### src/rtl/sat_pkg.sv
// Shared constants and the word-length decode used by the transmitter.
package sat_pkg;
    localparam int REG_W = 32;   // width of the parallel sample
    localparam int LEN_W = 6;    // width of bit counts and word lengths

    // Map the length code to a bit count; unlisted codes fall back to full width.
    function automatic logic [LEN_W-1:0] word_bits(input logic [2:0] code);
        case (code)
            3'b010:  word_bits = LEN_W'(18);
            3'b011:  word_bits = LEN_W'(20);
            3'b100:  word_bits = LEN_W'(22);
            3'b101:  word_bits = LEN_W'(24);
            default: word_bits = LEN_W'(REG_W);
        endcase
    endfunction
endpackage

### src/rtl/sat_hold_reg.sv
// One-entry holding register between the sample source and the serializer.
// Assumes pop is raised only while out_valid is 1.
module sat_hold_reg #(
    parameter int W = 32
) (
    input  logic         clk,
    input  logic         rst_n,
    input  logic         in_valid,
    input  logic [W-1:0] in_data,
    output logic         in_ready,
    input  logic         pop,
    output logic         out_valid,
    output logic [W-1:0] out_data
);
    logic         full_q;
    logic [W-1:0] data_q;

    assign in_ready  = !full_q;
    assign out_valid = full_q;
    assign out_data  = data_q;

    // Capture a sample when empty; release it when the serializer takes it.
    always_ff @(posedge clk) begin
        if (!rst_n) begin
            full_q <= 1'b0;
            data_q <= '0;
        end else if (in_valid && !full_q) begin
            full_q <= 1'b1;
            data_q <= in_data;
        end else if (pop) begin
            full_q <= 1'b0;
        end
    end

    AST_HOLD_KEEPS: assert property (@(posedge clk) disable iff (!rst_n)
        (full_q && !pop) |=> (full_q && $stable(data_q)));
endmodule

### src/rtl/sat_align.sv
// Moves the active field of a sample to the top of a word so it can be sent MSB first.
// Bits outside the field are cleared. Assumes nbits is between 1 and W.
module sat_align #(
    parameter int W     = 32,
    parameter int LEN_W = 6
) (
    input  logic [W-1:0]     raw,
    input  logic             right_just,
    input  logic [LEN_W-1:0] nbits,
    output logic [W-1:0]     word
);
    localparam logic [LEN_W-1:0] FULL = LEN_W'(W);

    logic [LEN_W-1:0] shamt;
    logic [W-1:0]     top_mask;

    // Work out how far the field sits from the top and which bits to keep.
    always_comb begin
        shamt    = FULL - nbits;
        top_mask = {W{1'b1}} << shamt;
        if (right_just)
            word = raw << shamt;
        else
            word = raw & top_mask;
    end
endmodule

### src/rtl/sat_serializer.sv
// Slot timing, shift register, word-select and bit-clock generation.
// Assumes the configuration stays fixed outside reset. The bit clock toggles on every
// system clock while running, and all data and word-select updates happen on its falling edge.
module sat_serializer #(
    parameter int REG_W     = 32,
    parameter int LEN_W     = 6,
    parameter int SLOT_BITS = 32
) (
    input  logic             clk,
    input  logic             rst_n,
    input  logic [LEN_W-1:0] nbits,
    input  logic             delay_on,
    input  logic             burst_on,
    input  logic             word_valid,
    input  logic [REG_W-1:0] word,
    input  logic             uflow_clr,
    output logic             pop,
    output logic             sck,
    output logic             ws,
    output logic             sd,
    output logic             uflow
);
    localparam logic [LEN_W-1:0] SLOT_LEN = LEN_W'(SLOT_BITS);
    localparam logic [LEN_W-1:0] ONE      = LEN_W'(1);

    logic             ph, idle, started, dch;
    logic [LEN_W-1:0] dcnt;
    logic [REG_W-1:0] shreg, last_word;
    logic             ws_q, sd_q, uf_q;

    logic [LEN_W-1:0] slot_len, dcnt_inc;
    logic             at_end, fall, exit_idle, preamble, bnd_go, go_idle, step;
    logic [REG_W-1:0] load_word;

    // Decide what the next falling edge, or the exit from idle, does.
    always_comb begin
        slot_len  = burst_on ? nbits : SLOT_LEN;
        dcnt_inc  = dcnt + ONE;
        at_end    = (dcnt >= slot_len - ONE);
        fall      = !idle && ph;
        exit_idle = idle && (word_valid || (started && !burst_on));
        preamble  = exit_idle && !started && delay_on;
        bnd_go    = (exit_idle && !preamble) || (fall && at_end && (word_valid || !burst_on));
        go_idle   = fall && at_end && burst_on && !word_valid;
        step      = fall && !at_end;
        load_word = word_valid ? word : last_word;
    end

    assign pop   = bnd_go && word_valid;
    assign sck   = ph;
    assign ws    = ws_q;
    assign sd    = sd_q;
    assign uflow = uf_q;

    // Advance clock phase, slot position, shifter and line outputs.
    always_ff @(posedge clk) begin
        if (!rst_n) begin
            ph        <= 1'b0;
            idle      <= 1'b1;
            started   <= 1'b0;
            dch       <= 1'b1;
            dcnt      <= SLOT_LEN - ONE;
            shreg     <= '0;
            last_word <= '0;
            ws_q      <= 1'b0;
            sd_q      <= 1'b0;
            uf_q      <= 1'b0;
        end else begin
            ph <= idle ? 1'b0 : ~ph;
            if (exit_idle)
                idle <= 1'b0;
            else if (go_idle)
                idle <= 1'b1;
            if (uflow_clr)
                uf_q <= 1'b0;
            if (preamble) begin
                started <= 1'b1;
                ws_q    <= 1'b0;
                sd_q    <= 1'b0;
            end
            if (bnd_go) begin
                started   <= 1'b1;
                dcnt      <= '0;
                dch       <= ~dch;
                ws_q      <= ~dch;
                sd_q      <= load_word[REG_W-1];
                shreg     <= load_word << 1;
                last_word <= load_word;
                if (!word_valid)
                    uf_q <= 1'b1;
            end
            if (step) begin
                dcnt  <= dcnt_inc;
                shreg <= shreg << 1;
                sd_q  <= (dcnt_inc < nbits) ? shreg[REG_W-1] : 1'b0;
                ws_q  <= (delay_on && (dcnt_inc == slot_len - ONE)) ? ~dch : dch;
            end
            if (go_idle)
                sd_q <= 1'b0;
        end
    end

    AST_SD_ON_FALL: assert property (@(posedge clk) disable iff (!rst_n)
        !$stable(sd_q) |-> ($fell(ph) || $past(idle)));
    AST_WS_ON_FALL: assert property (@(posedge clk) disable iff (!rst_n)
        !$stable(ws_q) |-> ($fell(ph) || $past(idle)));
    AST_PAD_ZERO: assert property (@(posedge clk) disable iff (!rst_n)
        (!idle && (dcnt >= nbits)) |-> !sd_q);
    AST_IDLE_NO_CLOCK: assert property (@(posedge clk) disable iff (!rst_n)
        idle |-> !ph);
    AST_UF_STICKY: assert property (@(posedge clk) disable iff (!rst_n)
        (uf_q && !uflow_clr) |=> uf_q);
    AST_BURST_NO_UF: assert property (@(posedge clk) disable iff (!rst_n)
        (burst_on && !uf_q) |=> !uf_q);
endmodule

### src/rtl/sat_tx.sv
// Top of the serial audio word transmitter: holding register, field alignment and serializer.
// Assumes the cfg_* inputs change only while rst_n is low.
module sat_tx
    import sat_pkg::*;
#(
    parameter int SLOT_BITS = 32
) (
    input  logic             clk,
    input  logic             rst_n,
    input  logic [2:0]       cfg_len_code,
    input  logic             cfg_right_just,
    input  logic             cfg_zero_delay,
    input  logic             cfg_compress,
    input  logic             cfg_burst,
    input  logic             smp_valid,
    input  logic [REG_W-1:0] smp_data,
    output logic             smp_ready,
    input  logic             uflow_clr,
    output logic             bclk,
    output logic             wsel,
    output logic             sdata,
    output logic             uflow
);
    logic [LEN_W-1:0] nbits;
    logic             delay_on, burst_on;
    logic             hold_valid, hold_pop;
    logic [REG_W-1:0] hold_data, aligned;

    // Resolve the mode inputs into word length, lag and clock gating.
    always_comb begin
        nbits    = word_bits(cfg_len_code);
        delay_on = !cfg_zero_delay && !cfg_compress;
        burst_on = cfg_burst && cfg_compress;
    end

    sat_hold_reg #(.W(REG_W)) u_hold (
        .clk       (clk),
        .rst_n     (rst_n),
        .in_valid  (smp_valid),
        .in_data   (smp_data),
        .in_ready  (smp_ready),
        .pop       (hold_pop),
        .out_valid (hold_valid),
        .out_data  (hold_data)
    );

    sat_align #(.W(REG_W), .LEN_W(LEN_W)) u_align (
        .raw        (hold_data),
        .right_just (cfg_right_just),
        .nbits      (nbits),
        .word       (aligned)
    );

    sat_serializer #(.REG_W(REG_W), .LEN_W(LEN_W), .SLOT_BITS(SLOT_BITS)) u_ser (
        .clk        (clk),
        .rst_n      (rst_n),
        .nbits      (nbits),
        .delay_on   (delay_on),
        .burst_on   (burst_on),
        .word_valid (hold_valid),
        .word       (aligned),
        .uflow_clr  (uflow_clr),
        .pop        (hold_pop),
        .sck        (bclk),
        .ws         (wsel),
        .sd         (sdata),
        .uflow      (uflow)
    );

    AST_POP_ONLY_FULL: assert property (@(posedge clk) disable iff (!rst_n)
        hold_pop |-> !smp_ready);
endmodule

### config.mk
export PLATFORM = sky130hd
export DESIGN_NAME = sat_tx
export DESIGN_NICKNAME = d
export VERILOG_FILES = /design/src/rtl/sat_pkg.sv /design/src/rtl/sat_hold_reg.sv /design/src/rtl/sat_align.sv /design/src/rtl/sat_serializer.sv /design/src/rtl/sat_tx.sv
export SDC_FILE = /design/constraint.sdc
export NUM_CORES = 1
export LEC_CHECK = 0
export BUFFER_PORTS_ARGS = -buffer_cell sky130_fd_sc_hd__clkbuf_2
export CORE_ASPECT_RATIO = 2
export CORE_UTILIZATION = 35
export DETAILED_ROUTE_END_ITERATION = 8
export HOLD_SLACK_MARGIN = 0.12
export PLACE_DENSITY = 0.49
export SYNTH_ARGS = -nofsm -noshare
export SYNTH_HDL_FRONTEND = slang
export SYNTH_SLANG_ARGS = --single-unit
### constraint.sdc
create_clock -name clk -period 5.7 [get_ports clk]
set_clock_uncertainty 0.2 [all_clocks]
set_input_delay 1.14 -clock clk [delete_from_list [all_inputs] [get_ports clk]]
set_output_delay 1.14 -clock clk [all_outputs]
set_load 0.02 [all_outputs]
; Word level (Yosys, flattened, before mapping)
; Index checks and enable logic that the tools add are counted.
; Widths: inputs -> output; s select.
[word_totals]
ff_bits = 109
output_inout_bits = 5
elab_cells = 86
[classes]
n_addsub = 3
muxes = 24
n_eq_ne = 5
n_bitwise = 4
n_reduce_logical = 34
n_lt_le_gt_ge = 2
shifts = 2
[ops]
columns = op, count
row1 = $mux 32, 4
row2 = $and 32x32->32, 1
row3 = $shl 32x6->32, 1
row4 = $shl 32x6->32 const A, 1
row5 = $pmux 6 s4, 1
row6 = $mux 6, 3
row7 = $logic_and 1x1->1, 16
row8 = $mux 1, 16
row9 = $logic_not 1->1, 8
row10 = $reduce_bool 2->1, 4
row11 = $add 6x1->6 const B, 1
row12 = $eq 3x2->1 const B, 2
row13 = $eq 3x3->1 const B, 2
row14 = $eq 6x6->1, 1
row15 = $ge 6x6->1, 1
row16 = $lt 6x6->1, 1
row17 = $sub 6x1->6 const B, 1
row18 = $sub 6x6->6 const A, 1
row19 = $reduce_or 2->1, 2
row20 = $logic_or 1x1->1, 3
row21 = $not 1->1, 3
row22 = $reduce_bool 3->1, 1

; Logic depth before layout (Yosys ltp)
[depth]
word_depth = 13
mapped_depth = 17
depth_no_buf = 14

; Modules after synthesis
; From an unflattened synthesis, not the netlist that was laid out.
[unflattened]
cells_unflattened = 950
area_unflattened_um2 = 7873.8
[by_module_without_submodules]
columns = mod, cells_each, area_per_inst_um2, seq_area_each_um2, n_inst
row1 = sat_serializer, 477, 3900.0, 1521.5, 1
row2 = sat_align, 318, 2565.0, 0.0, 1
row3 = sat_hold_reg, 144, 1355.0, 660.6, 1
row4 = sat_tx, 11, 53.8, 0.0, 1

; Worst setup path before layout
; Ideal clock, no wire load.
[synth_timing]
path_type = input-to-reg
start = input cfg_len_code[0]
end = register u_ser.shreg[22]
t_arrival_ps = 4197
cell_stages = 16
setup_time_ps = 74
slack_ps = 1229
t_required_ps = 5426
path_cell_list = clkbuf_1 > nor3b_1 > a21oi_1 > or2_2 > ha_1 > a31oi_1 > inv_1 > ha_1 > nand4_1 > o22a_1 > o211a_1 > clkbuf_1 > clkbuf_1 > buf_1 > nand3_1 > a31oi_1
[synth_via]
elab_chain_cells = 9
word_cells_on_any_way = 22
classes_between = add/sub (2) / order compare (1) / eq/ne (4) / shift (2) / mux (6) / bitwise (1) / reduce/logical (6)
[synth_rtl]
columns = element, line_no
row1 = "start, declared", sat_tx.sv:10  ; input logic [2:0] cfg_len_code,
row2 = $eq 3x3->1 / $eq 3x2->1 (equally long branches), sat_pkg.sv:8  ; case (code)
row3 = $pmux 6 s4 (*), sat_pkg.sv:8
row4 = $sub 6x6->6 / $mux 6 (equally long branches), "sat_align.sv:19, sat_serializer.sv:37"
row5 = $shl 32x6->32 / $sub 6x1->6 (equally long branches), "sat_align.sv:20, sat_serializer.sv:39"
row6 = $and 32x32->32 / $ge 6x6->1 (equally long branches), "sat_align.sv:24, sat_serializer.sv:39"
row7 = $mux 32 / $logic_and 1x1->1 (equally long branches), "sat_align.sv:21, sat_serializer.sv:43"
row8 = $mux 32 / $logic_and 1x1->1 (equally long branches), "sat_serializer.sv:46, sat_serializer.sv:43"
row9 = $mux 32 / $logic_or 1x1->1 (equally long branches), "sat_serializer.sv:81, sat_serializer.sv:43"
row10 = $mux 32 / $reduce_bool 2->1 (equally long branches), -
row11 = "end signal, assigned", sat_serializer.sv:87  ; shreg <= load_word << 1;
row12 = "end signal, assigned", sat_serializer.sv:94  ; shreg <= shreg << 1;
row13 = "end, declared", sat_serializer.sv:28  ; logic [REG_W-1:0] shreg, last_word;
; Mark *: on every way between the ends. The rest lies on a longest branch, timed or not. The select of a mux whose other input is x is not followed.
; A chain may end at the register's enable or synchronous reset.

; Final worst setup path
[layout_timing]
start = input cfg_len_code[2]
end = register u_ser.shreg[28]
; The elaborated chain is that of the path after synthesis.

==> run summary <==
CP max FO -> 15
Power per cell area -> 304 nW/um^2
Nets@finish -> 844
Sequential-to-total area share from yosys stat -> 35.3%
Peak supply drop -> 0.134 mV
CTS H-Tree Depth -> 3
Cts bufs inserted -> 9
Synth Area in Compound Gates -> 26.2%
Core Box Area -> 17300 um^2
First-pass GRT wire length -> 32.8 mm
Final core occ -> 40.0%
Period Utilization, post-route -> 80.7%
Simple-Gate Fraction of Synth Area -> 21.2%
DP Area -> 6620 um^2
Pre-antenna DRT Iters -> 5
Clock Latency Late Sink -> 0.37 ns
Crit Path Class -> in2reg
Worst min-delay path class -> reg2reg
Total track usage -> 24.0%
Crit path time final -> 4.60 ns
Most used DFF post-synth -> dfxtp_1
Clock Sink Count -> 109
Die Ht -> 190 um
Initial Util -> 35.8%
Unrepaired setup endpoints after global routing -> no
Final TNS setup -> 0 ns
Hpwl dp -> 15.1 mm
Cells after DPL -> 986
Layout cells sized above 1 -> 15.7%
Largest net degree at the start of global routing -> 51
Sequential Area -> 2180 um^2
Iteration-0 DRC Markers -> 311
CTS tree -> yes
GR peak layer -> met2
Num rows -> 68
Post-synth top cells -> 129 x nand2_1, 109 x dfxtp_1, 87 x a21oi_1, 51 x clkbuf_1, 45 x nor2_1
Initial antenna violation count -> 0
Pins over their slew limit -> 0
Routed vias -> 5906
Cells resized by post-CTS repair -> 0
Max-slew headroom -> 32.8%
Number of synthesis warnings -> 0
Vias/cell -> 5.89
Cells after synthesis -> 769
Outcome -> completed
Cell Area, Synth -> 6180 um^2
Final ANT Viol Nets -> 0
XOR/XNOR share of the synthesized area -> 1.92%
Top area cells in the synthesized netlist -> dfxtp_1 35%, nand2_1 7.8%, a21oi_1 7.0%, mux4_2 4.4%, clkbuf_1 3.1%
Area occupied by multi-input gates -> 3680 um^2
# fillers -> 1806
Fin area -> 6910 um^2
Crit path DAT -> 4.69 ns
Congestion Overflow GR -> 0
Fin cells -> 1002
Avg Cell Area, Syn -> 8.04 um^2
Count of cell types in the netlist -> 65
M2 GR Usage -> 42.1%
Largest family of logic cells by synthesized area -> compound AO/OA/AOI/OAI gates
Clk pin slew, worst setup/hold paths -> 0.07 ns
Crit path required time -> 5.79 ns
Clock buffer depth -> 2
Synth Register Bits -> 109
Die X -> 96.0 um
Final hold viol count -> 0
Area leader, netlist -> dfxtp_1
Ys async rst share -> 0%
Most frequent cell after synthesis -> nand2_1
Routability Congestion -> 0.988
Io pins -> 48
Max-Cap Viols -> 0
Hold buffer count at cts -> 0
Die ar. -> 18200 um^2
DRC -> 0
Adder-cell share of the synthesized area -> 2.96%
Worst slew pin tran -> 1.01 ns
Fraction of synthesized area in multiplexers -> 7.15%
Syn Nets -> 826
Ant diodes -> 0
Leakage -> 2.70 nW
Setup bufs post-CTS -> 0
Vias in the first global route -> 5869
Setup violators final -> 0
GR Util met1 -> 27.2%
Worst Setup Start Kind -> input pin
GR met3 Demand/Resource -> 2.92%
Total Wirelength -> 20.4 mm
Area growth from synthesis to layout -> 11.7%
Port bufs -> 47
Post-synth top area share -> 35.3%
Critical path endpoint category -> flop
Avg WL per Cell -> 20.4 um
Post-synth EDFFs -> 0
Root Buffer -> clkbuf_16
Fmax -> 217 MHz
==> routing by layer <==
layer | share of wire (%) | routed length (um)
met5 | 0 | 0
met4 | 4.8 | 989
met3 | 3.6 | 740
met2 | 53 | 10800
met1 | 39 | 7930
==> cells by family (layout without fill, tap and decap cells) <==
logic type,after synthesis,count (layout)
buf+inv,82,105
compound gates,240,240
fa+ha+maj,14,14
simple gates,283,283
mux,29,29
xor+xnor,11,11
flops,109,109
other cells,1,1
==> registers in the layout, summed over array words and instances (netlist names), 6 cells and up <==
signal	flops
u_ser.shreg	31
u_ser.last_word	32
u_hold.out_data	32
u_ser.dcnt	6
==> worst max-delay path, cell delays in order <==
cell,delay [ns]
clkbuf_2,0.13
xor2_2,0.20
inv_2,0.15
nor2_4,0.09
buf_4,0.22
nand3_1,0.13
ha_1,0.24
a31oi_1,0.21
inv_1,0.08
ha_1,0.35
nand4_1,0.14
o22a_1,0.23
o211ai_1,0.21
nand2_1,0.42
or3_1,0.56
a31oi_1,0.19
==> worst paths after layout <==
kind                                         start                                to  slack [ns]  cells after the start
setup / recovery                   cfg_len_code[2]      u_ser.shreg[28]$_SDFFE_PN0P_        1.10                     16
hold / removal    u_ser.last_word[22]$_SDFFE_PN0P_  u_ser.last_word[22]$_SDFFE_PN0P_        0.26                      2
setup reg to reg     u_hold.out_valid$_SDFFE_PN0P_      u_ser.shreg[28]$_SDFFE_PN0P_        2.70                      6
hold reg to reg   u_ser.last_word[22]$_SDFFE_PN0P_  u_ser.last_word[22]$_SDFFE_PN0P_        0.26                      2
==> stage by stage <==
stage | hold slack, ns | setup WS (ns) | power (mW)
detailed placement | 0.247 | 0.781 | 1.47
CTS | 0.260 | 1.14 | 2.10
finish | 0.256 | 1.10 | 2.10
floorplan | 0.227 | 1.23 | 1.28
global route | 0.273 | 0.833 | 2.21
global placement | 0.235 | 0.878 | 1.46
==> layout by cell type (no fill, tap or decap), types with 5 or more instances in the layout <==
master	synthesis	routed
o21ai_0	28	28
and3_1	6	6
mux4_2	12	12
clkbuf_16	0	9
nand2b_1	9	9
xnor2_1	6	6
nor3_1	12	11
a221oi_1	5	5
a21o_1	7	7
o211ai_1	17	17
mux2i_1	16	16
ha_1	13	13
o221a_2	11	11
and2_1	5	5
o221ai_1	6	6
nand3_1	34	34
dfxtp_1	109	109
nand4_1	5	5
a22oi_1	8	8
nor2_1	45	45
a21oi_1	87	87
inv_1	18	17
a211oi_1	9	9
a31oi_1	11	11
or3_1	12	12
nand2_1	129	129
o22ai_1	6	6
nor2b_1	9	8
clkbuf_2	0	47
buf_4	0	21
o21a_1	6	6
==> layout make-up <==
type | count | share of cell area [%]
clock buffers | 9 | 3.26
clock inverters | 7 | 0.942
inverters | 20 | 1.09
multi-input cells | 578 | 53.3
flip-flops and latches | 109 | 31.6
well taps | 210 | 3.81
repair buffers | 69 | 5.98
==> power by group <==
part | total [mW] | switching, mW | internal [mW]
logic | 0.567 | 0.353 | 0.214
registers | 0.889 | 0.0634 | 0.825
clock network | 0.641 | 0.332 | 0.309
(Power assumes the default switching activity.)
